--- src/rtl/rs_pkg.sv ---
`timescale 1ns/1ps
package rs_pkg;
  localparam int BYTE_W = 8;
  localparam int ERR_PER_LINK = 3;

  typedef enum logic [1:0] {
    ERR_TIMEOUT = 2'd0,
    ERR_PARITY  = 2'd1,
    ERR_FLOW    = 2'd2
  } err_slot_t;

  function automatic int ns_to_cycles(input int ns, input int mhz);
    return (ns * mhz + 999) / 1000;
  endfunction
endpackage

--- src/rtl/rs_capture.sv ---
`timescale 1ns/1ps
module rs_capture #(
  parameter int          ADDR_W      = 32,
  parameter int          DATA_W      = 32,
  parameter logic [31:0] RESULT_ADDR = 32'h0000_00B8
) (
  input  logic              clk,
  input  logic              rst_n,
  input  logic              bus_wr,
  input  logic [ADDR_W-1:0] bus_addr,
  input  logic [DATA_W-1:0] bus_wdata,
  input  logic              busy,
  output logic              start,
  output logic [DATA_W-1:0] cap_word
);
  localparam logic [ADDR_W-1:0] MATCH = ADDR_W'(RESULT_ADDR);

  logic              hit;
  logic [DATA_W-1:0] cap_d;

  always_comb begin
    hit   = bus_wr && (bus_addr == MATCH);
    start = hit && !busy;
    cap_d = cap_word;
    if (start) cap_d = bus_wdata;
  end

  always_ff @(posedge clk or negedge rst_n) begin
    if (!rst_n) cap_word <= '0;
    else        cap_word <= cap_d;
  end

  // the latched word cannot move while a transfer is in flight
  a_r6_hold_while_busy: assert property (@(posedge clk) disable iff (!rst_n)
    busy |=> $stable(cap_word));
  // a matching write while idle always opens a transfer
  a_r2_start_sets_busy: assert property (@(posedge clk) disable iff (!rst_n)
    start |=> busy);
endmodule

--- src/rtl/rs_sequencer.sv ---
`timescale 1ns/1ps
module rs_sequencer
  import rs_pkg::*;
#(
  parameter int DATA_W    = 32,
  parameter int NUM_LINKS = 2
) (
  input  logic                 clk,
  input  logic                 rst_n,
  input  logic                 start,
  input  logic [DATA_W-1:0]    cap_word,
  input  logic [NUM_LINKS-1:0] tx_ready,
  output logic [NUM_LINKS-1:0] tx_valid,
  output logic [BYTE_W-1:0]    tx_data,
  output logic                 busy,
  output logic                 done,
  output logic [DATA_W-1:0]    result_word
);
  localparam int NUM_BYTES = DATA_W / BYTE_W;
  localparam int IDX_W     = (NUM_BYTES > 1) ? $clog2(NUM_BYTES) : 1;
  localparam logic [IDX_W-1:0] LAST_IDX = IDX_W'(NUM_BYTES - 1);

  logic                 busy_q, busy_d;
  logic [IDX_W-1:0]     idx_q, idx_d;
  logic [NUM_LINKS-1:0] acked_q, acked_d;
  logic                 done_q, done_d;
  logic [DATA_W-1:0]    res_q, res_d;
  logic [NUM_LINKS-1:0] hs;
  logic                 all_taken;
  logic                 res_en;

  always_comb begin
    tx_valid  = {NUM_LINKS{busy_q}} & ~acked_q;
    tx_data   = cap_word[idx_q*BYTE_W +: BYTE_W];
    hs        = tx_valid & tx_ready;
    all_taken = &(acked_q | hs);

    busy_d  = busy_q;
    idx_d   = idx_q;
    acked_d = acked_q;
    done_d  = 1'b0;
    res_en  = 1'b0;

    if (start) begin
      busy_d  = 1'b1;
      idx_d   = '0;
      acked_d = '0;
    end else if (busy_q) begin
      if (all_taken) begin
        acked_d = '0;
        if (idx_q == LAST_IDX) begin
          busy_d = 1'b0;
          done_d = 1'b1;
          res_en = 1'b1;
        end else begin
          idx_d = idx_q + 1'b1;
        end
      end else begin
        acked_d = acked_q | hs;
      end
    end
    res_d = res_en ? cap_word : res_q;
  end

  always_ff @(posedge clk or negedge rst_n) begin
    if (!rst_n) begin
      busy_q  <= 1'b0;
      idx_q   <= '0;
      acked_q <= '0;
      done_q  <= 1'b0;
      res_q   <= '0;
    end else begin
      busy_q  <= busy_d;
      idx_q   <= idx_d;
      acked_q <= acked_d;
      done_q  <= done_d;
      res_q   <= res_d;
    end
  end

  assign busy        = busy_q;
  assign done        = done_q;
  assign result_word = res_q;

  // done is a single-cycle strobe that closes a transfer
  a_r5_done_single: assert property (@(posedge clk) disable iff (!rst_n)
    done |=> !done);
  a_r5_done_ends_busy: assert property (@(posedge clk) disable iff (!rst_n)
    done |-> (!busy && $past(busy)));
  a_r5_result_moves_on_done: assert property (@(posedge clk) disable iff (!rst_n)
    !$stable(result_word) |-> done);

  // an unaccepted byte stays offered and unchanged
  for (genvar g = 0; g < NUM_LINKS; g++) begin : g_hold
    a_r4_byte_held: assert property (@(posedge clk) disable iff (!rst_n)
      (tx_valid[g] && !tx_ready[g]) |=> (tx_valid[g] && $stable(tx_data)));
  end
endmodule

--- src/rtl/rs_link_monitor.sv ---
`timescale 1ns/1ps
module rs_link_monitor
  import rs_pkg::*;
#(
  parameter int TIMEOUT_CYC = 213
) (
  input  logic                    clk,
  input  logic                    rst_n,
  input  logic                    activity,
  input  logic                    parity_err,
  input  logic                    flow_err,
  output logic [ERR_PER_LINK-1:0] flags
);
  localparam int CNT_W = $clog2(TIMEOUT_CYC + 1);
  localparam logic [CNT_W-1:0] LIMIT = CNT_W'(TIMEOUT_CYC);

  logic [CNT_W-1:0] cnt_q, cnt_d;
  logic             par_q, flow_q;
  logic             cnt_en;

  always_comb begin
    cnt_en = activity || (cnt_q != LIMIT);
    cnt_d  = cnt_q;
    if (cnt_en) cnt_d = activity ? '0 : cnt_q + 1'b1;
  end

  always_ff @(posedge clk or negedge rst_n) begin
    if (!rst_n) begin
      cnt_q  <= '0;
      par_q  <= 1'b0;
      flow_q <= 1'b0;
    end else begin
      cnt_q  <= cnt_d;
      par_q  <= parity_err;
      flow_q <= flow_err;
    end
  end

  always_comb begin
    flags              = '0;
    flags[ERR_TIMEOUT] = (cnt_q == LIMIT);
    flags[ERR_PARITY]  = par_q;
    flags[ERR_FLOW]    = flow_q;
  end

  // activity always clears the silence flag on the next edge
  a_r8_activity_clears: assert property (@(posedge clk) disable iff (!rst_n)
    activity |=> !flags[ERR_TIMEOUT]);
  // error strobes surface one clock later
  a_r7_parity_follows: assert property (@(posedge clk) disable iff (!rst_n)
    parity_err |=> flags[ERR_PARITY]);
  a_r7_flow_follows: assert property (@(posedge clk) disable iff (!rst_n)
    flow_err |=> flags[ERR_FLOW]);
endmodule

--- src/rtl/result_sender.sv ---
`timescale 1ns/1ps
module result_sender
  import rs_pkg::*;
#(
  parameter int          ADDR_W        = 32,
  parameter int          DATA_W        = 32,
  parameter int          NUM_LINKS     = 2,
  parameter logic [31:0] RESULT_ADDR   = 32'h0000_00B8,
  parameter int          CLK_MHZ       = 250,
  parameter int          DISCONNECT_NS = 850
) (
  input  logic                              clk,
  input  logic                              rst_n,
  input  logic                              bus_wr,
  input  logic [ADDR_W-1:0]                 bus_addr,
  input  logic [DATA_W-1:0]                 bus_wdata,
  input  logic [NUM_LINKS-1:0]              link_ready,
  output logic [NUM_LINKS-1:0]              link_valid,
  output logic [BYTE_W-1:0]                 link_data,
  input  logic [NUM_LINKS-1:0]              link_activity,
  input  logic [NUM_LINKS-1:0]              link_parity_err,
  input  logic [NUM_LINKS-1:0]              link_flow_err,
  output logic                              busy,
  output logic                              done,
  output logic [DATA_W-1:0]                 result_word,
  output logic [ERR_PER_LINK*NUM_LINKS-1:0] err_flags
);
  localparam int TIMEOUT_CYC = ns_to_cycles(DISCONNECT_NS, CLK_MHZ);

  logic              start;
  logic [DATA_W-1:0] cap_word;

  rs_capture #(
    .ADDR_W(ADDR_W), .DATA_W(DATA_W), .RESULT_ADDR(RESULT_ADDR)
  ) u_capture (
    .clk(clk), .rst_n(rst_n), .bus_wr(bus_wr), .bus_addr(bus_addr),
    .bus_wdata(bus_wdata), .busy(busy), .start(start), .cap_word(cap_word)
  );

  rs_sequencer #(
    .DATA_W(DATA_W), .NUM_LINKS(NUM_LINKS)
  ) u_seq (
    .clk(clk), .rst_n(rst_n), .start(start), .cap_word(cap_word),
    .tx_ready(link_ready), .tx_valid(link_valid), .tx_data(link_data),
    .busy(busy), .done(done), .result_word(result_word)
  );

  for (genvar i = 0; i < NUM_LINKS; i++) begin : g_link
    rs_link_monitor #(.TIMEOUT_CYC(TIMEOUT_CYC)) u_mon (
      .clk(clk), .rst_n(rst_n),
      .activity(link_activity[i]),
      .parity_err(link_parity_err[i]),
      .flow_err(link_flow_err[i]),
      .flags(err_flags[ERR_PER_LINK*i +: ERR_PER_LINK])
    );
  end

  // bytes are offered only inside a transfer
  a_r3_valid_in_transfer: assert property (@(posedge clk) disable iff (!rst_n)
    (link_valid != '0) |-> busy);
  // a transfer never starts without a matching write
  a_r2_busy_needs_write: assert property (@(posedge clk) disable iff (!rst_n)
    $rose(busy) |-> ($past(bus_wr) && ($past(bus_addr) == ADDR_W'(RESULT_ADDR))));
endmodule

--- config.mk ---
export PLATFORM = sky130hd
export DESIGN_NAME = result_sender
export DESIGN_NICKNAME = d
export VERILOG_FILES = /design/src/rtl/rs_pkg.sv /design/src/rtl/rs_capture.sv /design/src/rtl/rs_sequencer.sv /design/src/rtl/rs_link_monitor.sv /design/src/rtl/result_sender.sv
export SDC_FILE = /design/constraint.sdc
export NUM_CORES = 1
export LEC_CHECK = 0
export BUFFER_PORTS_ARGS = -buffer_cell sky130_fd_sc_hd__buf_2
export CORE_ASPECT_RATIO = 1.75
export CORE_MARGIN = 5
export CORE_UTILIZATION = 40
export DETAILED_ROUTE_END_ITERATION = 8
export PLACE_DENSITY_LB_ADDON = 0.2
export SLEW_MARGIN = 40
export SYNTH_ARGS = -nofsm -noshare
export SYNTH_HDL_FRONTEND = slang
export SYNTH_SLANG_ARGS = --single-unit
--- constraint.sdc ---
create_clock -name clk -period 3.3 [get_ports clk]
set_input_delay 0.495 -clock clk [delete_from_list [all_inputs] [get_ports clk]]
set_output_delay 0.495 -clock clk [all_outputs]
set_load 0.02 [all_outputs]
; ---- Word-level counts from Yosys, hierarchy flattened
; Cells that the tools add are included.
[totals]
out_inout_bits = 50
word_cells = 53
input_bits = 75
ff_bits = 90
[op_classes]
n_bitwise = 4
addsub = 3
mux = 17
shifts = 1
n_eq_ne = 7
n_reduce_logical = 9
[ops]
columns = op, n
row1 = $eq 32x8->1 const B, 1
row2 = $shiftx 32x6->8, 1
row3 = $add 8x1->8 const B, 2
row4 = $eq 8x8->1 const B, 2
row5 = $mux 8, 2
row6 = $ne 8x8->1 const B, 2
row7 = $mux 2, 7
row8 = $mux 1, 8
row9 = $and 2x2->2, 2
row10 = $reduce_bool 2->1, 2
row11 = $reduce_and 3->1, 1
row12 = $add 2x1->2 const B, 1
row13 = $eq 2x2->1 const B, 1
row14 = $logic_and 1x1->1, 2
row15 = $logic_or 1x1->1, 2
row16 = $ne 2x2->1 const B, 1
row17 = $not 2->2, 1
row18 = $or 2x2->2, 1
row19 = $reduce_and 2->1, 1
row20 = $logic_not 1->1, 1

; ---- Depth between registers and ports, before layout
; Gate-level depths: netlist of run 1.
[logic_depth]
word_depth = 8
mapped_depth = 7
ltp_nobuf = 7

; ---- Modules after synthesis
; From an unflattened synthesis of run 1, not the netlist that was laid out.
[unflattened]
cells_unflattened = 282
hier_area_um2 = 3961.3
[by_module_without_submodules]
columns = mod, area_each_um2, cells_per_inst, instances, seq_area_each_um2
row1 = rs_sequencer, 1702.9, 105, 1, 950.9
row2 = rs_capture, 1295.0, 81, 1, 800.8
row3 = rs_link_monitor, 481.7, 48, 2, 250.2

; ---- Worst setup path after synthesis of run 1
; No wires, ideal clock.
[synth_timing]
kind = input -> register
from = input port bus_addr[15]
to = register u_capture.cap_word[0]
required_ns = 3.175
setup_ns = 0.125
path_stages = 5
arrival_time_ns = 1.964
n_path_buf = 1
slack_ns = 1.211
cell_sequence = nor4b_1 > nand4_1 > nor4_4 > buf_6 > mux2_2
[synth_via]
elab_chain_len = 3
[synth_rtl]
columns = item, line
row1 = "start, declared", result_sender.sv:15  ; input logic [ADDR_W-1:0] bus_addr,
row2 = $eq 32x8->1, rs_capture.sv:22  ; hit = bus_wr && (bus_addr == MATCH);
row3 = $logic_and 1x1->1, rs_capture.sv:22
row4 = $logic_and 1x1->1, rs_capture.sv:23  ; start = hit && !busy;
row5 = "end signal, assigned", rs_capture.sv:30  ; else cap_word <= cap_d;
row6 = "end, declared", rs_capture.sv:14  ; output logic [DATA_W-1:0] cap_word
; No other way between the ends.
; A chain may end at the register's enable or synchronous reset.

; ---- Final worst setup path of run 1
[layout_timing]
from = register g_link[1].u_mon.cnt_q[1]
to = output port err_flags[3]
[layout_via]
elab_chain_len = 1
[layout_rtl]
columns = item, line
row1 = "start, declared", rs_link_monitor.sv:17  ; logic [CNT_W-1:0] cnt_q, cnt_d;
row2 = "start signal, assigned", rs_link_monitor.sv:33  ; cnt_q <= cnt_d;
row3 = $eq 8x8->1, rs_link_monitor.sv:41  ; flags[ERR_TIMEOUT] = (cnt_q == LIMIT);
row4 = "end, declared", result_sender.sv:26  ; output logic [ERR_PER_LINK*NUM_LINKS-1:0] err_flags
; No other way between the ends.

==> reports/qor.yml, run 1 <==
global_routing:
  overflow: 0
  grt_pass1_wl_um: 13400
  grt_max_degree: 51
  track_usage: 0.143
  first_global_vias: 2835
  antenna_found_initial: 0
drt:
  viasPerCell: 4.93
  routed_wl_um: 8270
  dr_total_vias: 2570
  drc: 0
  drtPass1Iterations: 4
  avgRoutedWirePerCell_um: 15.9
  ant_nets: 0
  drtIter0Drc: 51
synthesis:
  synth_edf_count: 0
  synth.most_common_cell: "dfrtp_1"
  synth-seq-cells: 90
  yosysWarnings: 0
  async_flop_share: 1.00
  synth_top_flop_cell: "dfrtp_1"
  synth_cell_types: 36
  yosys.area.top_type: "dfrtp_1"
  synth.cell_area_mm2: 0.00385
  avgSynthCellArea_um2: 14.2
  yosys-top-cells-count: "dfrtp_1 (90), mux2_2 (62), nor2_1 (17), mux4_2 (8)"
  ys_seq_area_frac: 0.585
  syn_nets: 351
  yosys-top-cells-area: "dfrtp_1 (59%), mux2_2 (18%), mux4_2 (4.7%), nor2_1 (1.7%), ha_1 (1.6%)"
  yosysTopAreaCellShare: 0.585
  syn_inst: 271
clock_network:
  cts_tree: "done"
  clock_path_buffers: 2
  numCtsBuffers: 9
  clk_pin_slew_ps: 60
  clockRootBuffer: "clkbuf_16"
  clock-sinks: 90
  hold_buffers: 0
  cts_max_level: 3
  post-cts-setup-buffer-count: 0
  post_cts_resized: 0
  clock_latency_ps: 330
setup_path:
  start_kind: "flip-flop"
  rrSetupSlack_ps: 1370
  r2r-start: "u_seq.idx_q[0]"
  crit_arrival_ps: 1890
  crit_required_ps: 2800
  crit_fanout: 6
  path_class: "reg -> out"
  reg2regPathDepth: 4
  cp-end-kind: "output pin"
  r2r_end: "u_seq.result_word[27]"
floorplan:
  io_pins: 125
  rows: 47
  die_h_um: 140
  fp.dieArea_mm2: 0.0118
  core-area_mm2: 0.00947
  die_w_um: 84.1
  start_util: 0.406
pwr:
  p_per_area_mw_per_mm2: 470
  ir_drop_mv: 0.292
  p_leak_nw: 2.61
status:
  status: "finished clean"
placement:
  dp_hpwl_um: 6170
  place_area_mm2: 0.00457
  gp_congestion: 0.812
  portBuffers: 124
timing:
  max_freq_ghz: 0.420
  finClkSkew_ps: 8.22
  slew_violations: 0
  relSlewSlack: 0.543
  tns_ps: 0
  rsz0062_at_grt: "no"
  setup_viol: 0
  tightest_slew_ps: 680
  min_period_over_period: 0.722
  hold_viol_final: 0
  fin_crit_ps: 2380
cells_and_area:
  fin_area_mm2: 0.00489
  drive_above_1_share: 0.529
  regArea_mm2: 0.00225
  n_antenna_cell: 0
  multi_input_area_mm2: 0.00149
  fin_nets: 475
  syn_to_final_growth_pct: 27.0
  fillers: 852
hold_path:
  hp-class: "in -> async"
flow_run:
  max-cap-violations: 0
## report_power, final
group / switching (W) / total (W) / leakage (nW) / internal, W
clock: 0.000382 / 0.00108 / 0.156 / 0.000701
sequential: 0.00000720 / 0.00112 / 1.23 / 0.00111
combinational: 0.0000502 / 0.0000951 / 1.22 / 0.0000449
total: 0.000440 / 0.00230 / 2.61 / 0.00186
## worst max-delay path, stage by stage, from the launching register on
cell and delay (ps):
dfrtp_1 390, inv_1 80, ha_1 140, nand4b_1 80, nor3_1 570, buf_2 290
## sequential cells by signal (all words and copies together) (netlist names)
name,cells
g_link.u_mon.cnt_q,16
g_link.u_mon.flow_q,2
g_link.u_mon.par_q,2
u_capture.cap_word,32
u_seq.acked_q,2
u_seq.busy,1
u_seq.done,1
u_seq.idx_q,2
u_seq.result_word,32
## area by class of cell
cell class	instances	share of cell area
clock buffers	13	0.0533
clock inverters	2	0.0123
repair buffers	127	0.135
multi-input cells	163	0.304
inverters	4	0.00307
well taps	122	0.0312
flip-flops and latches	90	0.461
## metrics by stage
stage | utilization | std cells | total power, W | hold WS [ps] | worst slack, ps
floorplan | - | 271 | 0.00116 | 199 | 1210
global placement | 0.482 | 506 | 0.00124 | 486 | 911
detailed placement | 0.482 | 506 | 0.00124 | 492 | 892
CTS | 0.516 | 521 | 0.00233 | 143 | 846
global route | 0.516 | 521 | 0.00238 | 180 | 747
finish | 0.516 | 521 | 0.00230 | 136 | 918
## per-layer routing
metal / wire length (µm) / share of wire / vias up / track usage
met5: 0 / 0 / - / 0
met4: 136 / 0.016 / 0 / 0.0619
met3: 597 / 0.072 / 10 / 0.0444
met2: 4480 / 0.54 / 84 / 0.260
met1: 3050 / 0.37 / 1256 / 0.149
li1: - / - / 1220 / -
## placed cells by master, fill, tap and decap left out, types with 2 or more instances in the layout
cell	Yosys	routed
a21oi_1	3	3
xor2_1	7	7
nand4_1	2	2
mux4_2	8	8
nand2_1	6	6
clkbuf_1	3	2
or3_1	5	5
mux2_2	62	62
buf_2	2	123
nand2b_1	2	2
o21ai_0	5	5
nand3_1	7	7
and3_1	3	3
ha_1	5	5
xnor2_1	3	3
clkbuf_8	0	2
inv_1	4	4
mux2_1	2	2
nor4bb_1	2	2
clkbuf_16	0	9
buf_4	4	3
nor3_1	5	5
nor4_1	4	4
dfrtp_1	90	90
nor2b_1	3	3
bufinv_16	0	2
nor2_1	17	17
nand4b_1	2	2
a211oi_1	2	2
## worst max-delay path by stage
stage | start | end | slack (ps) | depth (start not counted)
final | g_link[1].u_mon.cnt_q[1] | err_flags[3] | 920 | 5
after CTS | u_seq.idx_q[0] | link_data[1] | 850 | 2
after floorplan | bus_addr[15] | u_capture.cap_word[0] | 1210 | 5
after global routing | g_link[1].u_mon.cnt_q[1] | err_flags[3] | 750 | 5
after global placement | bus_addr[1] | u_capture.cap_word[4] | 910 | 6
after detailed placement | bus_addr[16] | u_capture.cap_word[11] | 890 | 6
## logic make-up (layout without fill, tap and decap cells)
group                      count (synthesis)  count (layout)  share of synthesized area
AOI/OAI and AO/OA                         14              14                     0.0218
xor gates and xnor gates                  10              10                     0.0228
adders and majority gates                  5               5                     0.0163
buffers and inverters                     18             146                     0.0280
DFF                                       90              90                      0.585
muxes                                     73              73                      0.237
and+or+nand+nor                           61              61                     0.0891
(Power assumes the default switching activity.)
==> run 2, diff against run 1 <==
==> constraint.sdc (replaced) <==
create_clock -name clk -period 2 [get_ports clk]
set_input_delay 0.3 -clock clk [delete_from_list [all_inputs] [get_ports clk]]
set_output_delay 0.3 -clock clk [all_outputs]
set_load 0.02 [all_outputs]
==> run 2 against run 1 <==
Hold slack got worse by 72 ps. Critical path depth decreased by 2. Clock-buffer cell count decreased by 3. Cell count increased by 1.5%. Clock skew decreased by 1.4 ps. Clock power increased by 78%. Global-route usage increased by 0.95 points. Wire length increased by 3.4%. Power increased by 71%. Via count increased by 1.7%. Largest power group is now the clock network. Sequential power increased by 65%.
==> reports/qor.yml, run 2 (synthesis gave the netlist of run 1 again) <==
drt:
  drtPass1Iterations: 4  # unchanged
  viasPerCell: 4.94  # +0.14%
  dr_total_vias: 2613  # +1.7%
  ant_nets: 0  # unchanged
  routed_wl_um: 8550  # +3.4%
  drtIter0Drc: 71  # +39%
  drc: 0  # unchanged
  avgRoutedWirePerCell_um: 16.2  # +1.8%
cells_and_area:
  final_cells: 529  # +1.5%
  drive_above_1_share: 0.543  # +0.0142
  fin_nets: 483  # +1.7%
  fillers: 840  # -1.4%
  final_common_cell: "buf_2"
  syn_to_final_growth_pct: 29.9
  n_antenna_cell: 0  # unchanged
  final_cell_mix: "buf_2 (123), dfrtp_1 (89), mux2_2 (62), nor2_1 (17), clkbuf_16 (9)"
placement:
  pre_cts_ws_ps: -98.5  # -990 ps
  gp_congestion: 0.770  # -5.2%
  dp.cells: 512  # +1.2%
  dp_hpwl_um: 6420  # +4.1%
  portBuffers: 124  # unchanged
timing:
  hold_slack_ps: 64.5  # -71.6 ps
  max_freq_ghz: 0.526
  rsz0062_at_grt: "no"
  fin_ws_ps: 98.7  # -819 ps
  min_period_over_period: 0.951
  fin_crit_ps: 1900
  tightest_slew_ps: 510  # -170 ps
  setup_viol: 0  # unchanged
  relSlewSlack: 0.660  # +0.117
  hold_viol_final: 0  # unchanged
  slew_violations: 0  # unchanged
  finClkSkew_ps: 6.78  # -1.44 ps
clock_network:
  clock_path_buffers: 2  # unchanged
  cts_max_level: 3  # unchanged
  clk_pin_slew_ps: 60  # about the same
  cts_tree: "done"
  clock_latency_ps: 340  # about the same
  clockRootBuffer: "clkbuf_16"
  clock-sinks: 90  # unchanged
  numCtsBuffers: 9  # unchanged
global_routing:
  overflow: 0  # unchanged
  track_usage: 0.153  # +0.00952
  grt_max_degree: 44  # -14%
  antenna_found_initial: 0  # unchanged
  grt_pass1_wl_um: 14200  # +5.9%
  first_global_vias: 2857  # +0.78%
floorplan:
  rows: 47  # unchanged
  die_w_um: 84.1  # unchanged
  die_h_um: 140  # unchanged
  fp.dieArea_mm2: 0.0118  # unchanged
  core-area_mm2: 0.00947  # unchanged
  start_util: 0.406  # unchanged
  io_pins: 125  # unchanged
setup_path:
  start_kind: "flip-flop"
  r2r_end: "u_seq.result_word[28]"
  worst-path-buf-inv: 2  # unchanged
  crit_required_ps: 1700  # -1100 ps
  cpLargestDelayFamily: "multiplexers"
  path_class: "reg -> out"
  r2r-start: "u_seq.acked_q[1]"
  crit_fanout: 5  # -1
  cp_num_cells: 3  # -2
  crit_start: "u_seq.idx_q[0]"
  rrSetupSlack_ps: 230  # -1140 ps
  crit_path_end: "link_data[3]"
  max_stage_delay_ps: 510  # -60 ps
  crit_arrival_ps: 1600  # -290 ps
  reg2regPathDepth: 5  # +1
  crit_path_cell_trace: "buf_12, mux4_2, buf_2"
  slowest_stage: "mux4_2"
  cp-end-kind: "output pin"
pwr:
  ir_drop_mv: 0.600  # +110%
  power_w: 0.00393  # +71%
  p_switching_w: 0.000774  # +76%
  swShare: 0.197  # +0.00543
  p_leak_nw: 2.66  # +2.0%
  p_per_area_mw_per_mm2: 787  # +67%
  intPower_w: 0.00316  # +70%
  power_frac_clock: 0.489  # +0.017
  p_comb_frac: 0.041  # about the same
  p_seq_frac: 0.470  # -0.017
status:
  status: "finished clean"
hold_path:
  hp-class: "in -> reg"
flow_run:
  max-cap-violations: 0  # unchanged
==> run 2: cell types whose count changed in the layout (fill, tap and decap cells not counted), sizes merged <==
cell         delta
dlygate4sd3     +1
clkbuf          -3
bufinv          +1
clkinv          +1
buf             +7
clkinvlp        +1
==> run 2: per-layer routing <==
| layer | global-route usage | part of all wire | vias up |
|---|---|---|---|
| met4 | 0.0610 | 0.016 | 0 |
| met3 | 0.0467 | 0.071 | 12 |
| met5 | 0 | 0 | - |
| li1 | - | - | 1233 |
| met2 | 0.267 | 0.54 | 90 |
| met1 | 0.171 | 0.37 | 1278 |
==> run 2: power by group through the flow <==
stage / clock, W / sequential, W / combinational, W
6_report: 0.00192 / 0.00185 / 0.000162
5_1_grt: 0.00204 / 0.00185 / 0.000184
4_1_cts: 0.00196 / 0.00185 / 0.000167
3_5_place_dp: 0 / 0.00188 / 0.000165
3_3_place_gp: 0 / 0.00188 / 0.000161
2_1_floorplan: 0 / 0.00188 / 0.0000417
==> run 2: cell type report <==
| class | instances | area (µm²) | area share |
|---|---|---|---|
| Tap cell | 122 | 153 | 0.0306 |
| Inverter | 4 | 15.0 | 0.00301 |
| Sequential cell | 90 | 2250 | 0.451 |
| Multi-Input combinational cell | 163 | 1490 | 0.298 |
| Timing Repair Buffer | 135 | 746 | 0.149 |
| Clock buffer | 10 | 239 | 0.0478 |
| Clock inverter | 5 | 103 | 0.0205 |
==> run 2: worst min-delay path by stage <==
stage | from | endpoint | slack, ps | cells after the start
5_1_grt | link_parity_err[1] | g_link[1].u_mon.par_q | 50 | 1
2_1_floorplan | rst_n | g_link[0].u_mon.cnt_q[0] | 4 | 0
6_report | link_flow_err[0] | g_link[0].u_mon.flow_q | 60 | 1
3_3_place_gp | rst_n | g_link[1].u_mon.cnt_q[3] | 310 | 1
4_1_cts | link_flow_err[0] | g_link[0].u_mon.flow_q | 50 | 1
3_5_place_dp | rst_n | g_link[1].u_mon.cnt_q[3] | 310 | 1
==> run 2: stage by stage <==
stage | utilization | instance area (µm²) | TNS (ps)
global route | 0.528 | 5000 | 0
floorplan | - | 3850 | 0
CTS | 0.527 | 4990 | 0
finish | 0.528 | 5000 | 0
global placement | 0.490 | 4640 | -2230
detailed placement | 0.490 | 4640 | -2770
==> run 2: worst reg2reg max path: cells and delay by family (launching register included) <==
family	cells	cell delay, ps
multiplexers	1	390
buffers and inverters	1	290
AND/OR/NAND/NOR	2	180
AO/OA/AOI/OAI	1	400
flip-flops	1	400
==> run 2: timing repair <==
action | CTS | global route
endpoints found under the setup margin | 2 | 1
gates resized for setup | 1 | 0
endpoints found under the hold margin | 37 | 0
hold buffers | 1 | 0
buffers inserted | 0 | 1
